## config.mk

```make
export PLATFORM = sky130hd
export DESIGN_NAME = seg_fetch
export DESIGN_NICKNAME = d
export VERILOG_FILES = /design/src/rtl/seg_fetch.sv
export SDC_FILE = /design/constraint.sdc
export NUM_CORES = 1
export LEC_CHECK = 0
export BUFFER_PORTS_ARGS = -buffer_cell sky130_fd_sc_hd__buf_4
export CAP_MARGIN = 20
export CORE_AREA = 3 3 185 187
export CTS_BUF_LIST = sky130_fd_sc_hd__clkbuf_16
export DETAILED_ROUTE_END_ITERATION = 16
export DIE_AREA = 0 0 188 190
export PLACE_DENSITY = 0.59
export SLEW_MARGIN = 20
export SYNTH_ARGS = -nofsm -noshare
export SYNTH_HDL_FRONTEND = slang
export SYNTH_SLANG_ARGS = --single-unit
```

## constraint.sdc

```tcl
create_clock -name clk -period 11.4 [get_ports clk]
set_clock_uncertainty 0.15 [all_clocks]
set_input_delay 3.42 -clock clk [delete_from_list [all_inputs] [get_ports clk]]
set_output_delay 3.42 -clock clk [all_outputs]
set_load 0.02 [all_outputs]
```

## src/rtl/seg_fetch.sv

```systemverilog
module seg_fetch #(
  parameter int ADDR_W    = 32,
  parameter int IDX_W     = 16,
  parameter int SEG_BYTES = 256,
  localparam int DATA_W    = 2 * ADDR_W,
  localparam int SEG_BEATS = SEG_BYTES / (DATA_W / 8),
  localparam int LEN_W     = $clog2(SEG_BEATS + 1)
) (
  input  logic              clk,
  input  logic              rst_n,
  input  logic [ADDR_W-1:0] hdr_base,
  input  logic              req_valid,
  output logic              req_ready,
  input  logic [IDX_W-1:0]  req_index,
  output logic              mem_req_valid,
  input  logic              mem_req_ready,
  output logic [ADDR_W-1:0] mem_req_addr,
  output logic [LEN_W-1:0]  mem_req_beats,
  input  logic              mem_rsp_valid,
  output logic              mem_rsp_ready,
  input  logic [DATA_W-1:0] mem_rsp_data,
  output logic              out_valid,
  input  logic              out_ready,
  output logic [DATA_W-1:0] out_data,
  output logic              out_last,
  output logic              err
);
  localparam int HDR_BEATS = 4;
  localparam int HDR_SH    = $clog2(HDR_BEATS * DATA_W / 8);

  typedef enum logic [2:0] {S_IDLE, S_HREQ, S_HDAT, S_DEC, S_IMM, S_SREQ, S_SDAT} st_t;
  st_t state;

  logic [IDX_W-1:0]  idx_q;
  logic [2:0]        cnt_q;
  logic              imm_q;
  logic [DATA_W-1:0] w2_q, w3_q;
  logic [1:0]        hbeat_q, seg_q;
  logic [LEN_W-1:0]  beat_q;
  logic [ADDR_W-1:0] ptrs [4];
  logic              nul_hit, bad, seg_end, last_seg;

  assign ptrs[0] = w2_q[ADDR_W-1:0];
  assign ptrs[1] = w2_q[DATA_W-1:ADDR_W];
  assign ptrs[2] = w3_q[ADDR_W-1:0];
  assign ptrs[3] = w3_q[DATA_W-1:ADDR_W];

  always_comb begin
    nul_hit = 1'b0;
    for (int k = 0; k < 4; k++)
      if (3'(k) < cnt_q && ptrs[k] == '0) nul_hit = 1'b1;
  end

  assign bad      = !imm_q && (cnt_q == 3'd0 || cnt_q > 3'd4 || nul_hit);
  assign last_seg = ({1'b0, seg_q} + 3'd1) == cnt_q;
  assign seg_end  = beat_q == LEN_W'(SEG_BEATS - 1);

  assign req_ready     = state == S_IDLE;
  assign err           = state == S_DEC && bad;
  assign mem_req_valid = state == S_HREQ || state == S_SREQ;
  assign mem_req_addr  = (state == S_HREQ) ? hdr_base + (ADDR_W'(idx_q) << HDR_SH) : ptrs[seg_q];
  assign mem_req_beats = (state == S_HREQ) ? LEN_W'(HDR_BEATS) : LEN_W'(SEG_BEATS);
  assign mem_rsp_ready = state == S_HDAT || (state == S_SDAT && out_ready);
  assign out_valid     = state == S_IMM || (state == S_SDAT && mem_rsp_valid);
  assign out_data      = (state == S_IMM) ? (hbeat_q[0] ? w3_q : w2_q) : mem_rsp_data;
  assign out_last      = (state == S_IMM) ? hbeat_q[0]
                       : (state == S_SDAT && mem_rsp_valid && seg_end && last_seg);

  always_ff @(posedge clk) begin
    if (!rst_n) begin
      state   <= S_IDLE;
      idx_q   <= '0;
      cnt_q   <= '0;
      imm_q   <= 1'b0;
      w2_q    <= '0;
      w3_q    <= '0;
      hbeat_q <= '0;
      seg_q   <= '0;
      beat_q  <= '0;
    end else begin
      case (state)
        S_IDLE: if (req_valid) begin
          idx_q <= req_index;
          state <= S_HREQ;
        end
        S_HREQ: if (mem_req_ready) begin
          hbeat_q <= '0;
          state   <= S_HDAT;
        end
        S_HDAT: if (mem_rsp_valid) begin
          hbeat_q <= hbeat_q + 2'd1;
          case (hbeat_q)
            2'd0: begin cnt_q <= mem_rsp_data[2:0]; imm_q <= mem_rsp_data[3]; end
            2'd2: w2_q <= mem_rsp_data;
            2'd3: begin w3_q <= mem_rsp_data; state <= S_DEC; end
            default: ;
          endcase
        end
        S_DEC: begin
          hbeat_q <= '0;
          seg_q   <= '0;
          if (imm_q)    state <= S_IMM;
          else if (bad) state <= S_IDLE;
          else          state <= S_SREQ;
        end
        S_IMM: if (out_ready) begin
          hbeat_q <= hbeat_q + 2'd1;
          if (hbeat_q[0]) state <= S_IDLE;
        end
        S_SREQ: if (mem_req_ready) begin
          beat_q <= '0;
          state  <= S_SDAT;
        end
        S_SDAT: if (mem_rsp_valid && out_ready) begin
          beat_q <= beat_q + 1'b1;
          if (seg_end) begin
            seg_q <= seg_q + 2'd1;
            state <= last_seg ? S_IDLE : S_SREQ;
          end
        end
        default: state <= S_IDLE;
      endcase
    end
  end

  a_r8_req_hold: assert property (@(posedge clk) disable iff (!rst_n)
    mem_req_valid && !mem_req_ready |=> mem_req_valid && $stable(mem_req_addr) && $stable(mem_req_beats));

  a_r7_out_hold: assert property (@(posedge clk) disable iff (!rst_n)
    out_valid && !out_ready |=> out_valid && $stable(out_data));

  a_r3_last_valid: assert property (@(posedge clk) disable iff (!rst_n)
    out_last |-> out_valid);

  a_r6_seg_nonnull: assert property (@(posedge clk) disable iff (!rst_n)
    mem_req_valid && mem_req_beats == LEN_W'(SEG_BEATS) |-> mem_req_addr != '0);

  a_r5_err_idle: assert property (@(posedge clk) disable iff (!rst_n)
    err |=> req_ready && !out_valid);

  a_r9_exclusive: assert property (@(posedge clk) disable iff (!rst_n)
    $onehot0({err, out_valid, mem_req_valid}));
endmodule

```

## Word level (Yosys, flattened, before mapping)

Cells that the tools add are included.

| operators by class | value |
|---|---|
| $add $sub $neg | 5 |
| multipliers | 0 |
| divide/modulo/power cells | 0 |
| $lt $le $gt $ge | 6 |
| eq/ne operators | 19 |
| shifts and indexed selects | 0 |
| mux-type cells | 35 |
| bitwise operators | 1 |
| reduce and logical (&&, ||, !) cells | 35 |

Operators by type and width:

| kind | number |
|---|---|
| $logic_not 32->1 | 4 |
| $mux 64 | 2 |
| $mux 32 | 3 |
| $bmux 32 s2 | 1 |
| $mux 3 | 12 |
| $add 32x21->32 | 1 |
| $pmux 3 s7 | 1 |
| $mux 6 | 3 |
| $reduce_and 3->1 | 5 |
| $ne 2x2->1 const B | 7 |
| $pmux 6 s2 | 1 |
| $logic_and 1x1->1 | 11 |
| $mux 2 | 5 |
| $eq 3x3->1 const B | 3 |
| $reduce_and 9->1 | 1 |
| $pmux 2 s4 | 1 |
| $add 6x1->6 const B | 1 |
| $eq 3x2->1 const B | 2 |
| $eq 6x5->1 const B | 1 |
| $logic_not 3->1 | 2 |
| $lt 1x3->1 const A | 2 |
| $lt 2x3->1 const A | 2 |
| $logic_or 1x1->1 | 5 |
| $mux 1 | 5 |
| other kinds (16) | 20 |

| word-level totals | value |
|---|---|
| flip-flop bits (word level) | 161 |
| latch bits | 0 |
| RAM bits | 0 |
| memory bits (read-only) | 0 |
| output and inout port bits | 108 |
| logic and storage cells | 110 |
| memories kept | 0 |

## Longest topological paths before layout

| logic depth | value |
|---|---|
| word-level depth | 11 |
| depth in mapped cells | 10 |
| mapped depth without buffers | 9 |

## Worst setup path before layout

Ideal clock, no wire load.

| timing | value |
|---|---|
| path type | input -> output |
| start | input hdr_base[18] |
| end | output mem_req_addr[29] |
| arrival | 5.368 ns |
| setup slack | 2.462 ns |
| stages | 7 |
| path through | ha_1 -> a21oi_1 -> o21ai_2 -> a211oi_2 -> a211oi_1 -> xnor2_1 -> o21ai_0 |

| between the ends | value |
|---|---|
| longest elaborated chain between the ends | 2 |

RTL lines:

| what | line | text |
|---|---|---|
| start, declared | 11 | `input logic [ADDR_W-1:0] hdr_base,` |
| $add 32x21->32 | 61 | `assign mem_req_addr = (state == S_HREQ) ? hdr_base + (ADDR_W'(idx_q) << HDR_SH) : ptrs[seg_q];` |
| $mux 32 | 61 |  |
| end, declared | 17 | `output logic [ADDR_W-1:0] mem_req_addr,` |

No other way between the ends.

## Worst setup path after layout

| timing | value |
|---|---|
| start | input hdr_base[5] |
| end | output mem_req_addr[29] |

The elaborated chain is that of the path after synthesis.

==> run summary <==
status - finished, final reports clean
Die Ht - 190 um
Num Clock Sinks - 161
die footprint - 0.0357 mm^2
Root Buffer - clkbuf_16
Max Cap Viol - 0
initial antenna violation count - 2
Min-Delay Endpoint - idx_q[12]
Fin. Hold Viols - 0
Final setup viols - 0
number of global-route vias before repair - 9312
Avg Inst Size Synth - 7.54 um^2
Combinational Power Share - 23.0%
top cells by area, synth - dfxtp_1 (33%), nand2_1 (16%), a21oi_1 (9.0%)
Worst EP required - 7.83 ns
CP max FO - 6
WP buf/inv - 3
worst hold margin - 0.312 ns
clk slew on worst S/H paths - 0.07 ns
setup total negative slack - 0 ns
share of the yosys chip area belonging to registers - 32.8%
Worst Setup Start Kind - primary input
fraction of layout cells with a size suffix above 1 - 21.8%
Inserted Clock Buffers - 17
Least-Margin Pin Slew - 1.02 ns
worst-skew pair later-pin latency - 0.43 ns
post-cts resize count - 0
hold bufs inserted after CTS - 0
worst min path class - reg -> reg
Pwr Density - 124 mW/mm^2
# nets final - 1599
diode count - 0
worst-path cell with the longest stage delay - o311ai_2
fin cells - 1914
largest area contributor in the netlist - dfxtp_1
DRC violations left - 0
CTS tree - built
Finished Core Util - 37.7%
Crit Reg-Reg Endpoint - state[0]
Top cell by count, worst path - buf_4
Post-DRT Antenna Nets - 0
core box area - 0.0326 mm^2
RePlAce Congestion - 0.848
synth cell count leaders - nand2_1 (423), a21oi_1 (176), dfxtp_1 (161)
P_int - 1.01 mW
FMAX - 0.107 GHz
slowest stage delay, CP - 0.62 ns
hold depth - 2
Reg2Reg Depth - 7
Leak - 4.57 nW
Sw Ratio - 33.9%
crit share post-route - 81.8%
CP Capture Type - output pin
count leader, synth - nand2_1
unique cell type count in the Yosys netlist - 74
number of synthesis warnings - 0
Slew Limit Fails - 0
Post-synth EDFFs - 0
gr usage total - 19.8%
setup slack after layout - 2.07 ns
row cnt - 66
clock share of power - 38.1%
RSZ-0062 raised after global routing - no
placed cell count - 1882
worst path cell trace - buf_4 -> ha_1 -> inv_1 -> fa_1 -> nor2b_1 -> o211a_1 -> o311ai_2 -> a211oi_1 -> xnor2_1 -> o21ai_0 -> buf_4
Worst Path Class, Setup - in -> out
Setup Buffers After CTS - 0
top-level I/O count - 226
port bufs - 221
total power - 1.53 mW
worst reg2reg path startpoint - state[1]
Die X - 188 um
Worst VDD drop - 0.0977 mV
via count - 10015
FF+latch count, synth - 161
Max Buffers Root-to-Sink - 2
Final Critical Period - 9.33 ns
WL/cell - 19.0 um
register share of total power - 38.9%
post-placement setup slack - 2.04 ns
Post-Layout Inst Area - 0.0123 mm^2
starting density of the core - 30.1%
P&R area growth vs syn - 25.4%
async set-reset flop share out of synthesis - 0%
HP Start - idx_q[12]
via/cell ratio - 5.23
Placed Area - 0.0117 mm^2
Reg2Reg Setup Slack - 8.35 ns
Arr. time, crit path - 5.76 ns
Net Sw Power - 0.517 mW
Mapped Area - 0.00981 mm^2
first-pass GRT wire length - 55900 um
total wire length - 36300 um
first-pass detailed-route iteration total - 5
largest net degree at the start of global routing - 95
share of the synthesized area in the top cell type - 32.8%
dpl hpwl - 26200 um
maximum level of the CTS H-tree - 4
Iter 0 DRT Violations - 943
Slew headroom - 31.8%
cell family with most CP delay - compound AO/OA/AOI/OAI gates
grt ovf - 0
Worst path depth - 11
Main synth FF type - dfxtp_1
Post-Syn Instances - 1301
-- area by class of cell --
class / instances / area (um^2)
repair buffers: 229 / 1720
inverters: 17 / 66.3
well taps: 442 / 553
clock inverters: 15 / 160
multi-input cells: 1033 / 6150
flip-flops and latches: 161 / 3230
clock buffers: 17 / 425
fillers: 3432 / 20300
-- kinds of logic (layout without fill, tap and decap cells) --
kind of cell	count (synthesis)	in the layout	synth area share, %
simple gates	567	567	24.9
compound gates	320	320	18.5
flops	161	161	32.8
buf+inv	110	278	4.82
mux	97	97	14.0
xor+xnor	23	23	2.05
fa+ha+maj	22	22	2.88
other cells	1	4	0.0382
-- worst max path at each step --
stage | startpoint | end | slack (ns)
final | hdr_base[5] | mem_req_addr[29] | 2.07
after global routing | hdr_base[18] | mem_req_addr[29] | 1.87
after CTS | hdr_base[5] | mem_req_addr[29] | 2.04
after detailed placement | hdr_base[5] | mem_req_addr[29] | 2.04
after global placement | hdr_base[5] | mem_req_addr[29] | 2.14
after floorplan | hdr_base[18] | mem_req_addr[29] | 2.46
-- per-layer routing --
metal | share of wire [%] | global-route usage [%] | vias up
met2 | 45 | 31.2 | 406
met4 | 1.2 | 3.67 | 4
li1 | - | - | 4870
met5 | 0.074 | 0 | -
met3 | 6.9 | 4.42 | 30
met1 | 46 | 28.2 | 4705
-- cell usage in the layout, fill, tap and decap left out, types with 5 or more instances in the layout --
master	synthesis	layout
nand2_1	423	419
buf_4	7	229
a21oi_1	176	176
dfxtp_1	161	159
o21ai_0	88	88
mux2i_1	64	64
nor4_1	34	34
mux4_2	32	32
nor2_1	26	26
nand3_1	25	25
ha_1	21	21
clkbuf_16	0	17
xnor2_1	15	15
inv_1	15	14
nand4_1	12	12
nor3_1	9	9
xor2_1	8	8
o31ai_1	7	7
o21a_1	6	6
inv_8	0	5
-- tightest hold or removal path, cell delays in order, from the launching register on --
cell and delay, ns:
dfxtp_1 0.31, nand2_1 0.05, a21oi_1 0.05
-- flip-flops by register name, summed over array words and instances (netlist names) --
register,cells
w2_q,64
w3_q,64
idx_q,16
beat_q,6
cnt_q,3
state,3
hbeat_q,2
seg_q,2
imm_q,1
-- power by group through the flow --
stage / registers, mW / logic, mW / clock network (mW)
final: 0.593 / 0.351 / 0.582
after global routing: 0.595 / 0.382 / 0.618
after CTS: 0.593 / 0.352 / 0.596
after detailed placement: 0.607 / 0.351 / 0
after global placement: 0.607 / 0.347 / 0
after floorplan: 0.589 / 0.227 / 0
No activity file was read; power rests on OpenSTA's default activity.
